**src/rtl/spi_reg_pkg.sv**
```systemverilog
// Package: shared constants and the frame phase type for the serial
// register access target. Assumes a 1 + ADDR + DATA bit frame.
package spi_reg_pkg;

    localparam int DEF_ADDR_W   = 15;
    localparam int DEF_DATA_W   = 8;
    localparam int DEF_SYNC_LEN = 2;

    // Phase of the frame being received.
    typedef enum logic [1:0] {
        PH_DIR  = 2'd0,
        PH_ADDR = 2'd1,
        PH_DATA = 2'd2,
        PH_DONE = 2'd3
    } frame_phase_e;

endpackage

```
**src/rtl/spi_bit_sync.sv**
```systemverilog
// Module: multi-stage synchronizer for one asynchronous input bit.
// Assumes STAGES >= 1; RST_VAL is the value loaded by synchronous reset.
module spi_bit_sync #(
    parameter int   STAGES  = 2,
    parameter logic RST_VAL = 1'b0
) (
    input  logic clk,
    input  logic rst_n,
    input  logic async_in,
    output logic sync_out
);

    for (genvar s = 0; s < STAGES; s++) begin : g_stage
        logic stage_q;
        if (s == 0) begin : g_first
            // First stage captures the asynchronous input.
            always_ff @(posedge clk) begin
                if (!rst_n) stage_q <= RST_VAL;
                else        stage_q <= async_in;
            end
        end else begin : g_next
            // Later stages settle the previous stage.
            always_ff @(posedge clk) begin
                if (!rst_n) stage_q <= RST_VAL;
                else        stage_q <= g_stage[s-1].stage_q;
            end
        end
    end

    assign sync_out = g_stage[STAGES-1].stage_q;

endmodule

```
**src/rtl/spi_frame_ctrl.sv**
```systemverilog
// Module: frame decoder. Detects serial clock edges, counts bits, collects
// direction, address and data, emits the write strobe and the read-fetch
// request, and indicates which data bit to drive on each falling edge.
// Assumes synchronized inputs and a frame that is active while cs_act is high.
module spi_frame_ctrl
    import spi_reg_pkg::*;
#(
    parameter int ADDR_W = DEF_ADDR_W,
    parameter int DATA_W = DEF_DATA_W,
    parameter int FRAME_BITS = 1 + ADDR_W + DATA_W,
    parameter int CNT_W = $clog2(FRAME_BITS + 1),
    parameter int IDX_W = $clog2(DATA_W)
) (
    input  logic              clk,
    input  logic              rst_n,
    input  logic              cs_act,
    input  logic              sck_s,
    input  logic              din_s,
    output logic [ADDR_W-1:0] addr_q,
    output logic [DATA_W-1:0] wdata_q,
    output logic              wr_pulse,
    output logic              fetch_req,
    output logic              frame_rd,
    output logic [CNT_W-1:0]  bit_cnt,
    output logic              tx_strobe,
    output logic [IDX_W-1:0]  tx_idx
);

    localparam logic [CNT_W-1:0] LAST_ADDR_CNT = CNT_W'(ADDR_W);
    localparam logic [CNT_W-1:0] FIRST_TX_CNT  = CNT_W'(ADDR_W + 1);
    localparam logic [CNT_W-1:0] LAST_BIT_CNT  = CNT_W'(FRAME_BITS - 1);

    frame_phase_e      phase_q;
    logic              sck_prev_q;
    logic [DATA_W-1:0] shift_q;
    logic              sck_rise;
    logic              sck_fall;

    // Keep the last synchronized clock level for edge detection.
    always_ff @(posedge clk) begin
        if (!rst_n) sck_prev_q <= 1'b0;
        else        sck_prev_q <= sck_s;
    end

    assign sck_rise = sck_s & ~sck_prev_q;
    assign sck_fall = ~sck_s & sck_prev_q;

    // Frame state machine and bit collection on rising serial clock edges.
    always_ff @(posedge clk) begin
        if (!rst_n) begin
            phase_q   <= PH_DIR;
            bit_cnt   <= '0;
            frame_rd  <= 1'b0;
            addr_q    <= '0;
            shift_q   <= '0;
            wdata_q   <= '0;
            wr_pulse  <= 1'b0;
            fetch_req <= 1'b0;
        end else if (!cs_act) begin
            phase_q   <= PH_DIR;
            bit_cnt   <= '0;
            wr_pulse  <= 1'b0;
            fetch_req <= 1'b0;
        end else begin
            wr_pulse  <= 1'b0;
            fetch_req <= 1'b0;
            if (sck_rise && phase_q != PH_DONE) begin
                bit_cnt <= bit_cnt + 1'b1;
                unique case (phase_q)
                    PH_DIR: begin
                        frame_rd <= din_s;
                        phase_q  <= PH_ADDR;
                    end
                    PH_ADDR: begin
                        addr_q <= {addr_q[ADDR_W-2:0], din_s};
                        if (bit_cnt == LAST_ADDR_CNT) begin
                            phase_q   <= PH_DATA;
                            fetch_req <= frame_rd;
                        end
                    end
                    PH_DATA: begin
                        shift_q <= {shift_q[DATA_W-2:0], din_s};
                        if (bit_cnt == LAST_BIT_CNT) begin
                            phase_q  <= PH_DONE;
                            wr_pulse <= ~frame_rd;
                            wdata_q  <= {shift_q[DATA_W-2:0], din_s};
                        end
                    end
                    default: phase_q <= PH_DONE;
                endcase
            end
        end
    end

    // Falling edges inside the read data phase each select one data bit.
    always_comb begin
        tx_strobe = cs_act && sck_fall && frame_rd &&
                    (bit_cnt >= FIRST_TX_CNT) && (bit_cnt <= LAST_BIT_CNT);
        tx_idx    = IDX_W'(LAST_BIT_CNT - bit_cnt);
    end

endmodule

```
**src/rtl/spi_tx_path.sv**
```systemverilog
// Module: read return path. Captures the fetched register byte, drives one
// bit per selected falling edge and routes it to the shared line or the
// dedicated output by mode. Assumes the mode input is static during frames.
module spi_tx_path
    import spi_reg_pkg::*;
#(
    parameter int DATA_W = DEF_DATA_W,
    parameter int IDX_W  = $clog2(DATA_W)
) (
    input  logic              clk,
    input  logic              rst_n,
    input  logic              cs_act,
    input  logic              four_wire,
    input  logic              fetch_req,
    input  logic [DATA_W-1:0] rdata,
    input  logic              tx_strobe,
    input  logic [IDX_W-1:0]  tx_idx,
    output logic              sdio_out,
    output logic              sdio_oe,
    output logic              sdo_out
);

    logic [DATA_W-1:0] tx_byte_q;
    logic              bit_q;
    logic              drive_q;

    // Hold the fetched byte and update the driven bit on each strobe.
    always_ff @(posedge clk) begin
        if (!rst_n) begin
            tx_byte_q <= '0;
            bit_q     <= 1'b0;
            drive_q   <= 1'b0;
        end else if (!cs_act) begin
            bit_q     <= 1'b0;
            drive_q   <= 1'b0;
        end else begin
            if (fetch_req) tx_byte_q <= rdata;
            if (tx_strobe) begin
                bit_q   <= tx_byte_q[tx_idx];
                drive_q <= 1'b1;
            end
        end
    end

    // Route the driven bit to the line chosen by the mode input.
    always_comb begin
        sdio_oe  = drive_q & ~four_wire;
        sdio_out = bit_q & ~four_wire;
        sdo_out  = bit_q & four_wire;
    end

endmodule

```
**src/rtl/spi_reg_target.sv**
```systemverilog
// Module: top of the serial register access target. Synchronizes the
// serial pins to clk, decodes 24-bit frames and exposes a parallel
// register port. Assumes each serial clock half-period lasts >= 4 clk cycles.
module spi_reg_target
    import spi_reg_pkg::*;
#(
    parameter int ADDR_W   = DEF_ADDR_W,
    parameter int DATA_W   = DEF_DATA_W,
    parameter int SYNC_LEN = DEF_SYNC_LEN
) (
    input  logic              clk,
    input  logic              rst_n,
    input  logic              cfg_4wire,
    input  logic              spi_cs_n,
    input  logic              spi_sck,
    input  logic              sdio_in,
    output logic              sdio_out,
    output logic              sdio_oe,
    output logic              spi_sdo,
    output logic [ADDR_W-1:0] reg_addr,
    output logic [DATA_W-1:0] reg_wdata,
    output logic              reg_wr,
    input  logic [DATA_W-1:0] reg_rdata
);

    localparam int FRAME_BITS = 1 + ADDR_W + DATA_W;
    localparam int CNT_W      = $clog2(FRAME_BITS + 1);
    localparam int IDX_W      = $clog2(DATA_W);

    logic             cs_n_s;
    logic             sck_s;
    logic             din_s;
    logic             cs_act;
    logic             fetch_req;
    logic             frame_rd;
    logic [CNT_W-1:0] bit_cnt;
    logic             tx_strobe;
    logic [IDX_W-1:0] tx_idx;

    spi_bit_sync #(.STAGES(SYNC_LEN), .RST_VAL(1'b1)) i_sync_cs (
        .clk(clk), .rst_n(rst_n), .async_in(spi_cs_n), .sync_out(cs_n_s)
    );
    spi_bit_sync #(.STAGES(SYNC_LEN), .RST_VAL(1'b0)) i_sync_sck (
        .clk(clk), .rst_n(rst_n), .async_in(spi_sck), .sync_out(sck_s)
    );
    spi_bit_sync #(.STAGES(SYNC_LEN), .RST_VAL(1'b0)) i_sync_din (
        .clk(clk), .rst_n(rst_n), .async_in(sdio_in), .sync_out(din_s)
    );

    assign cs_act = ~cs_n_s;

    spi_frame_ctrl #(
        .ADDR_W(ADDR_W), .DATA_W(DATA_W), .FRAME_BITS(FRAME_BITS),
        .CNT_W(CNT_W), .IDX_W(IDX_W)
    ) i_frame (
        .clk(clk), .rst_n(rst_n), .cs_act(cs_act), .sck_s(sck_s),
        .din_s(din_s), .addr_q(reg_addr), .wdata_q(reg_wdata),
        .wr_pulse(reg_wr), .fetch_req(fetch_req), .frame_rd(frame_rd),
        .bit_cnt(bit_cnt), .tx_strobe(tx_strobe), .tx_idx(tx_idx)
    );

    spi_tx_path #(.DATA_W(DATA_W), .IDX_W(IDX_W)) i_tx (
        .clk(clk), .rst_n(rst_n), .cs_act(cs_act), .four_wire(cfg_4wire),
        .fetch_req(fetch_req), .rdata(reg_rdata), .tx_strobe(tx_strobe),
        .tx_idx(tx_idx), .sdio_out(sdio_out), .sdio_oe(sdio_oe),
        .sdo_out(spi_sdo)
    );

endmodule

```
**config.mk**
```make
export PLATFORM = sky130hd
export DESIGN_NAME = spi_reg_target
export DESIGN_NICKNAME = d
export VERILOG_FILES = /design/src/rtl/spi_reg_pkg.sv /design/src/rtl/spi_bit_sync.sv /design/src/rtl/spi_frame_ctrl.sv /design/src/rtl/spi_tx_path.sv /design/src/rtl/spi_reg_target.sv
export SDC_FILE = /design/constraint.sdc
export NUM_CORES = 1
export LEC_CHECK = 0
export BUFFER_PORTS_ARGS = -buffer_cell sky130_fd_sc_hd__clkbuf_2
export CAP_MARGIN = 10
export CORE_UTILIZATION = 53
export DETAILED_ROUTE_END_ITERATION = 16
export HOLD_SLACK_MARGIN = 0.06
export PLACE_DENSITY = 0.87
export SKIP_CTS_REPAIR_TIMING = 1
export SYNTH_ARGS = -nofsm -noshare
export SYNTH_HDL_FRONTEND = slang
export SYNTH_SLANG_ARGS = --single-unit
```
**constraint.sdc**
```tcl
create_clock -name clk -period 2.04 [get_ports clk]
set_input_delay 0.306 -clock clk [delete_from_list [all_inputs] [get_ports clk]]
set_output_delay 0.306 -clock clk [all_outputs]
set_load 0.02 [all_outputs]
```
==> results of run 1 <==
## critical path: stages, from the launching register on
cell and delay, ps:
dfxtp_1 400, or4b_1 830, o21ai_0 270, a21oi_1 100
## worst paths after layout
check	from	end
max	i_frame.phase_q[1]	i_frame.addr_q[5]
min	spi_cs_n	i_sync_cs.g_stage[0].stage_q
max reg2reg	i_frame.phase_q[1]	i_frame.addr_q[5]
min reg2reg	i_sync_cs.g_stage[0].stage_q	i_sync_cs.sync_out
## cell usage in the layout, fill, tap and decap left out, types with 10 or more instances in the layout
cell type / synthesis / layout
o31ai_1: 10 / 10
dfxtp_1: 57 / 57
clkbuf_2: 0 / 40
o21ai_0: 16 / 16
nand3_1: 28 / 28
nor2_1: 10 / 10
a21oi_1: 37 / 37
clkbuf_8: 0 / 10
## logic make-up after synthesis
| logic type | count (synthesis) | share of synthesized area, % |
|---|---|---|
| multiplexers | 10 | 5.31 |
| adder cells (fa/ha/maj) | 3 | 1.59 |
| AO/OA/AOI/OAI | 79 | 18.8 |
| AND/OR/NAND/NOR | 80 | 20.6 |
| buffers and inverters | 28 | 5.31 |
| flip-flops | 57 | 48.4 |
## power groups by stage
stage | logic [mW] | registers [mW] | clock network (mW)
after CTS | 0.0528 | 1.13 | 1.02
after detailed placement | 0.0524 | 1.15 | 0
after global routing | 0.0584 | 1.13 | 1.07
after floorplan | 0.0297 | 1.15 | 0
final | 0.0528 | 1.13 | 1.00
after global placement | 0.0520 | 1.15 | 0
## cells in the mapped netlist, drive strengths merged
| library cell | number | area share (%) |
|---|---|---|
| ha | 3 | 1.6 |
| clkinv | 1 | 0.16 |
| nand2b | 3 | 0.80 |
| a21oi | 37 | 7.9 |
| a31oi | 3 | 0.80 |
| nor4bb | 2 | 0.85 |
| and2 | 7 | 1.9 |
| nor4b | 1 | 1.0 |
| nor2b | 5 | 1.3 |
| mux2i | 8 | 3.4 |
| and4bb | 1 | 0.53 |
| dfxtp | 57 | 48 |
| a311oi | 2 | 0.74 |
| inv | 6 | 0.96 |
| or4 | 2 | 0.64 |
| nor2 | 10 | 1.6 |
| nor3 | 2 | 0.64 |
| and3 | 2 | 0.53 |
| buf | 6 | 1.8 |
| and4b | 1 | 0.42 |
| nand2 | 4 | 0.64 |
| mux4 | 2 | 1.9 |
| o21ai | 25 | 5.5 |
| nand3 | 28 | 5.9 |
| nand4bb | 1 | 0.48 |
| nand4 | 8 | 2.1 |
| clkbuf | 15 | 2.4 |
| o31ai | 10 | 3.2 |
| a31o | 1 | 0.37 |
| a211o | 1 | 0.37 |
| or4b | 1 | 0.42 |
| nand4b | 2 | 0.74 |
## metal layers
| metal | share of wire [%] | wire [um] | global-route usage [%] |
|---|---|---|---|
| met5 | 0 | 0 | 0 |
| met4 | 1.9 | 95 | 14.6 |
| met3 | 4.4 | 220 | 5.76 |
| met2 | 49 | 2440 | 39.3 |
| met1 | 44 | 2200 | 30.6 |
## cell type report
type	count	share of cell area (%)
timing repair buffer	49	10.0
clock inverter	3	1.44
sequential	57	40.9
multi-input combinational	172	39.1
tap	50	2.24
inverter	7	0.942
clock buffer	13	5.34
## state kept, by name (all words and copies together) (netlist names)
register	cells
i_tx.tx_byte_q	8
i_sync_cs.g_stage.stage_q	1
i_frame.bit_cnt	5
i_frame.fetch_req	1
i_frame.shift_q	7
i_sync_sck.g_stage.stage_q	1
i_sync_din.sync_out	1
i_frame.addr_q	15
i_sync_din.g_stage.stage_q	1
i_sync_sck.sync_out	1
i_sync_cs.sync_out	1
i_frame.frame_rd	1
i_tx.drive_q	1
i_frame.wdata_q	8
i_frame.sck_prev_q	1
i_tx.bit_q	1
i_frame.wr_pulse	1
i_frame.phase_q	2
## through the flow
step,cell area (um2),setup slack (ps)
after floorplan,2360,547
after global placement,2600,376
after detailed placement,2600,340
after CTS,2790,319
after global routing,2790,192
final,2790,319
==> impl_results.md, run 1 <==
* Pre-antenna DRT Iters at 4
* Actual slew at the worst max-slew pin at about 630 ps
* TritonCTS clock tree: yes
* Full die area at 4720 um2
* Sequential area share after synthesis at roughly half
* FF+latch count, synth at 57
* Sequential share of power at around 52%
* Total power at ~2.2 mW
* Gate Count Post-Synth at between 200 and 300
* Io pins at 41
* Hold path cells at 2
* Leakage at 1.00 nW
* Drt total wl at between 4 and 5 mm
* Setup TNS at 0 ps
* Synth cell types at 37
* Gr ovfl total at 0
* R2R Setup Slk at about 320 ps
* Clock Latency Late Sink at approximately 330 ps
* Dpl hpwl at about 3.2 mm
* Die Ht at around 69 um
* Largest net degree at the start of global routing at 32
* 1st-iter DRT viols at between 150 and 200
* Max Transition Viols Final at 0
* FILL cells at around 340
* Fin crit share at between 80% and 90%
* Via Count at approximately 2,000
* Critical path arrival at approximately 1900 ps
* Highest ir drop seen on vdd at approximately 0.66 mV
* Util after Layout at around 67%
* Number of routed nets with antenna violations at 0
* Pwr per Cell Area at around 800 nW/um2
* Final min period at ~1700 ps
* Clock Tree Buf Depth at 2
* RSZ-0062 raised after global routing: false
* WL/cell at between 10 and 15 um
* Via count of the first global-routing pass at 1,884
* GRT Total Usage at approximately a quarter
* Reg clk slew, reported paths at ~60 ps
* Initial antenna violation count at 0
* Mapped Area at around 2400 um2
* Ant diodes at 0
* Internal power at roughly 1.7 mW
* CTS Sinks at 57
* Share of cells above drive strength 1 at between 20% and 30%
* Area growth syn-to-layout at 18.4%
* Initial core utilization at a little under three fifths
* Die width at approximately 70 um
* Max-cap viol count at 0
* WS Path Type: reg2reg
* GPL Wtd Cong at around 0.81
* Avg Vias per Cell at slightly below 6
* Crit path max fanout at 17
* Fin cells at around 350
* CP Capture Type: flop
* Register area at around 1100 um2
* Hold slack at roughly 160 ps
* Global-route wire length before repair at between 8 and 9 mm
* Hold Path Class: in2reg
* Slew headroom at between 50 and 60%
* Final #Nets at ~310
* Clock share of power at between 40% and 50%
* I/O Buffers at 40
* DR DRC count at 0
* R2R cell count at 3
* Core region area at 4140 um2
* Hold Violations, Final at 0
* Synthesis warning total at 0
* Critical path startpoint category: flop
* Combinational Power Share at under 10%
* Row count at 23
* Final setup violation count at 0
* Syn avg cell area at roughly 9.2 um2
* Total clock buffers created by CTS at 9
* Post-Syn Nets at approximately 270
* Multi-input gate area at 1090 um2
* Sw Share at roughly a fifth
* FMAX at between 0.5 and 0.6 GHz
* Outcome: finished clean
* Post-route clock skew at 9.63 ps
* Dpl cells at roughly 340
* NetSw at 0.445 mW
* Req. time, crit path at ~2200 ps
* Root Driver: clkbuf_8
* H-tree depth at 3
Note: power is estimated with default switching activity, not from simulation.
==> inputs of run 2 (changes only) <==
- CORE_UTILIZATION: 53 -> 49
- PLACE_DENSITY: 0.87 -> 0.85
- clock period: 2.04 -> 1.44 ns (I/O delays scaled with it)
==> impl_results.md, run 2 (synthesis gave the netlist of run 1 again) <==
* GPL Wtd Cong at around 0.77
* TritonCTS clock tree: yes
* Most flops, register: i_frame.addr_q
* Reg clk slew, reported paths at approximately 70 ps
* Actual slew at the worst max-slew pin at between 400 and 500 ps
* Total clock buffers created by CTS at 9
* Drt total wl at around 5.2 mm
* Post-route clock skew at 9.73 ps
* Max Transition Viols Final at 0
* DR DRC count at 2
* R2R Setup Slk at ~37 ps
* Initial antenna violation count at 0
* Final setup violation count at 0
* Worst path max stage delay at 490 ps
* Leakage at around 1.1 nW
* CP Capture Type: flop
* Dpl cells at roughly 350
* Final min period at roughly 1400 ps
* Design area at 2990 um2
* WS Path Type: reg2reg
* Violated checks: DRC
* Highest ir drop seen on vdd at slightly below 0.8 mV
* Max reg flops at 15
* Root Driver: clkbuf_8
* Final #Nets at roughly 320
* WL/cell at roughly 14 um
* Initial core utilization at about 53%
* Core region area at ~4500 um2
* CTS Sinks at 57
* Largest net degree at the start of global routing at 33
* Pwr per Cell Area at about 1200 nW/um2
* Number of routed nets with antenna violations at 0
* Io pins at 41
* Crit path max fanout at 8
* H-tree depth at 3
* RSZ-0062 raised after global routing: true
* Crit path cell chain: buf_4, and2_1, or4_4, a21oi_2
* Worst path top cell family by delay: simple AND/OR/NAND/NOR gates
* Critical path arrival at 1670 ps
* Row count at 24
* Req. time, crit path at 1700 ps
* Fin cells at between 300 and 400
* Gr ovfl total at 0
* Clock Latency Late Sink at roughly 340 ps
* Most common cell after layout, fill and taps aside: dfxtp_1
* Max-cap viol count at 0
* Via count of the first global-routing pass at 1,936
* Full die area at around 5000 um2
* Placed standard-cell area at between 2000 and 3000 um2
* Avg Vias per Cell at approximately 5.8
* Dpl hpwl at roughly 3.4 mm
* Slew headroom at 67.9%
* 1st-iter DRT viols at 199
* Critical path startpoint category: flop
* GRT Total Usage at between 20% and 30%
* Bufs and invs on worst path at 1
* Via Count at 2,113
* Ant diodes at 0
* Die width at roughly 71 um
* Global-route wire length before repair at 8.57 mm
* Hold Violations, Final at 0
* Outcome: complete, but fails checks
* Die Ht at ~71 um
* Hold Path Class: in2reg
* Top Registers: i_frame.addr_q (15), i_frame.wdata_q (8), i_tx.tx_byte_q (8)
* Fin crit share at 97.5%
* Pre-antenna DRT Iters at 11
* Hold slack at approximately 73 ps
* Clock Tree Buf Depth at 2
* Share of cells above drive strength 1 at between 20% and 30%
* Slowest-stage cell, CP: or4_4
* Area growth syn-to-layout at 26.7%
* Most used cells in the layout excluding fill and tap cells: 55 x dfxtp_1, 40 x clkbuf_2, 36 x a21oi_1, 28 x nand3_1, 16 x buf_4
* I/O Buffers at 40
* FMAX at around 0.71 GHz
[run 2: changes by cell type in the layout (fill, tap and decap cells not counted), sizes merged]
| cell | delta |
|---|---|
| buf | +10 |
| bufinv | +3 |
| clkbuf | -3 |
[run 2: path summary, 6_finish.rpt]
| kind | endpoint | cells after the start | from |
|---|---|---|---|
| setup / recovery | i_frame.bit_cnt[3] | 4 | i_frame.phase_q[1] |
| hold / removal | i_sync_cs.g_stage[0].stage_q | 2 | spi_cs_n |
| setup reg to reg | i_frame.bit_cnt[3] | 4 | i_frame.phase_q[1] |
| hold reg to reg | i_sync_cs.sync_out | 1 | i_sync_cs.g_stage[0].stage_q |
[run 2: worst register-to-register path, stage by stage, from the launching register on]
cell and delay (ps):
dfxtp_1 310, buf_4 160, and2_1 210, or4_4 490, a21oi_2 150
[run 2: metrics by stage]
stage / power (mW) / utilization, % / setup slack (ps) / TNS (ps)
6_report: 3.63 / 66.7 / 36.6 / 0
5_1_grt: 3.73 / 66.7 / -9.03 / -17.8
4_1_cts: 3.65 / 65.9 / 21.9 / 0
3_5_place_dp: 1.71 / 60.2 / 58.9 / 0
3_3_place_gp: 1.71 / 60.2 / 86.6 / 0
2_1_floorplan: 1.67 / - / -7.83 / -61.9
[run 2: per-layer routing]
| layer | global-route usage, % | vias to the layer above | wire, um |
|---|---|---|---|
| li1 | - | 1038 | - |
| met1 | 27.5 | 988 | 2280 |
| met2 | 35.0 | 80 | 2560 |
| met3 | 5.49 | 7 | 307 |
| met4 | 11.1 | 0 | 63 |
| met5 | 0 | - | 0 |
[run 2: final cells by class]
type	count	area, um2
Clock buffer	10	128
Clock inverter	6	130
Fill cell	335	1490
Inverter	7	26.3
Multi-Input combinational cell	172	1120
Sequential cell	57	1140
Tap cell	52	65.1
Timing Repair Buffer	59	372
[run 2: report_power, final]
group | internal [mW] | switching, mW
Combinational | 0.0409 | 0.0507
Sequential | 1.59 | 0.00480
Clock | 1.32 | 0.626
Total | 2.95 | 0.682
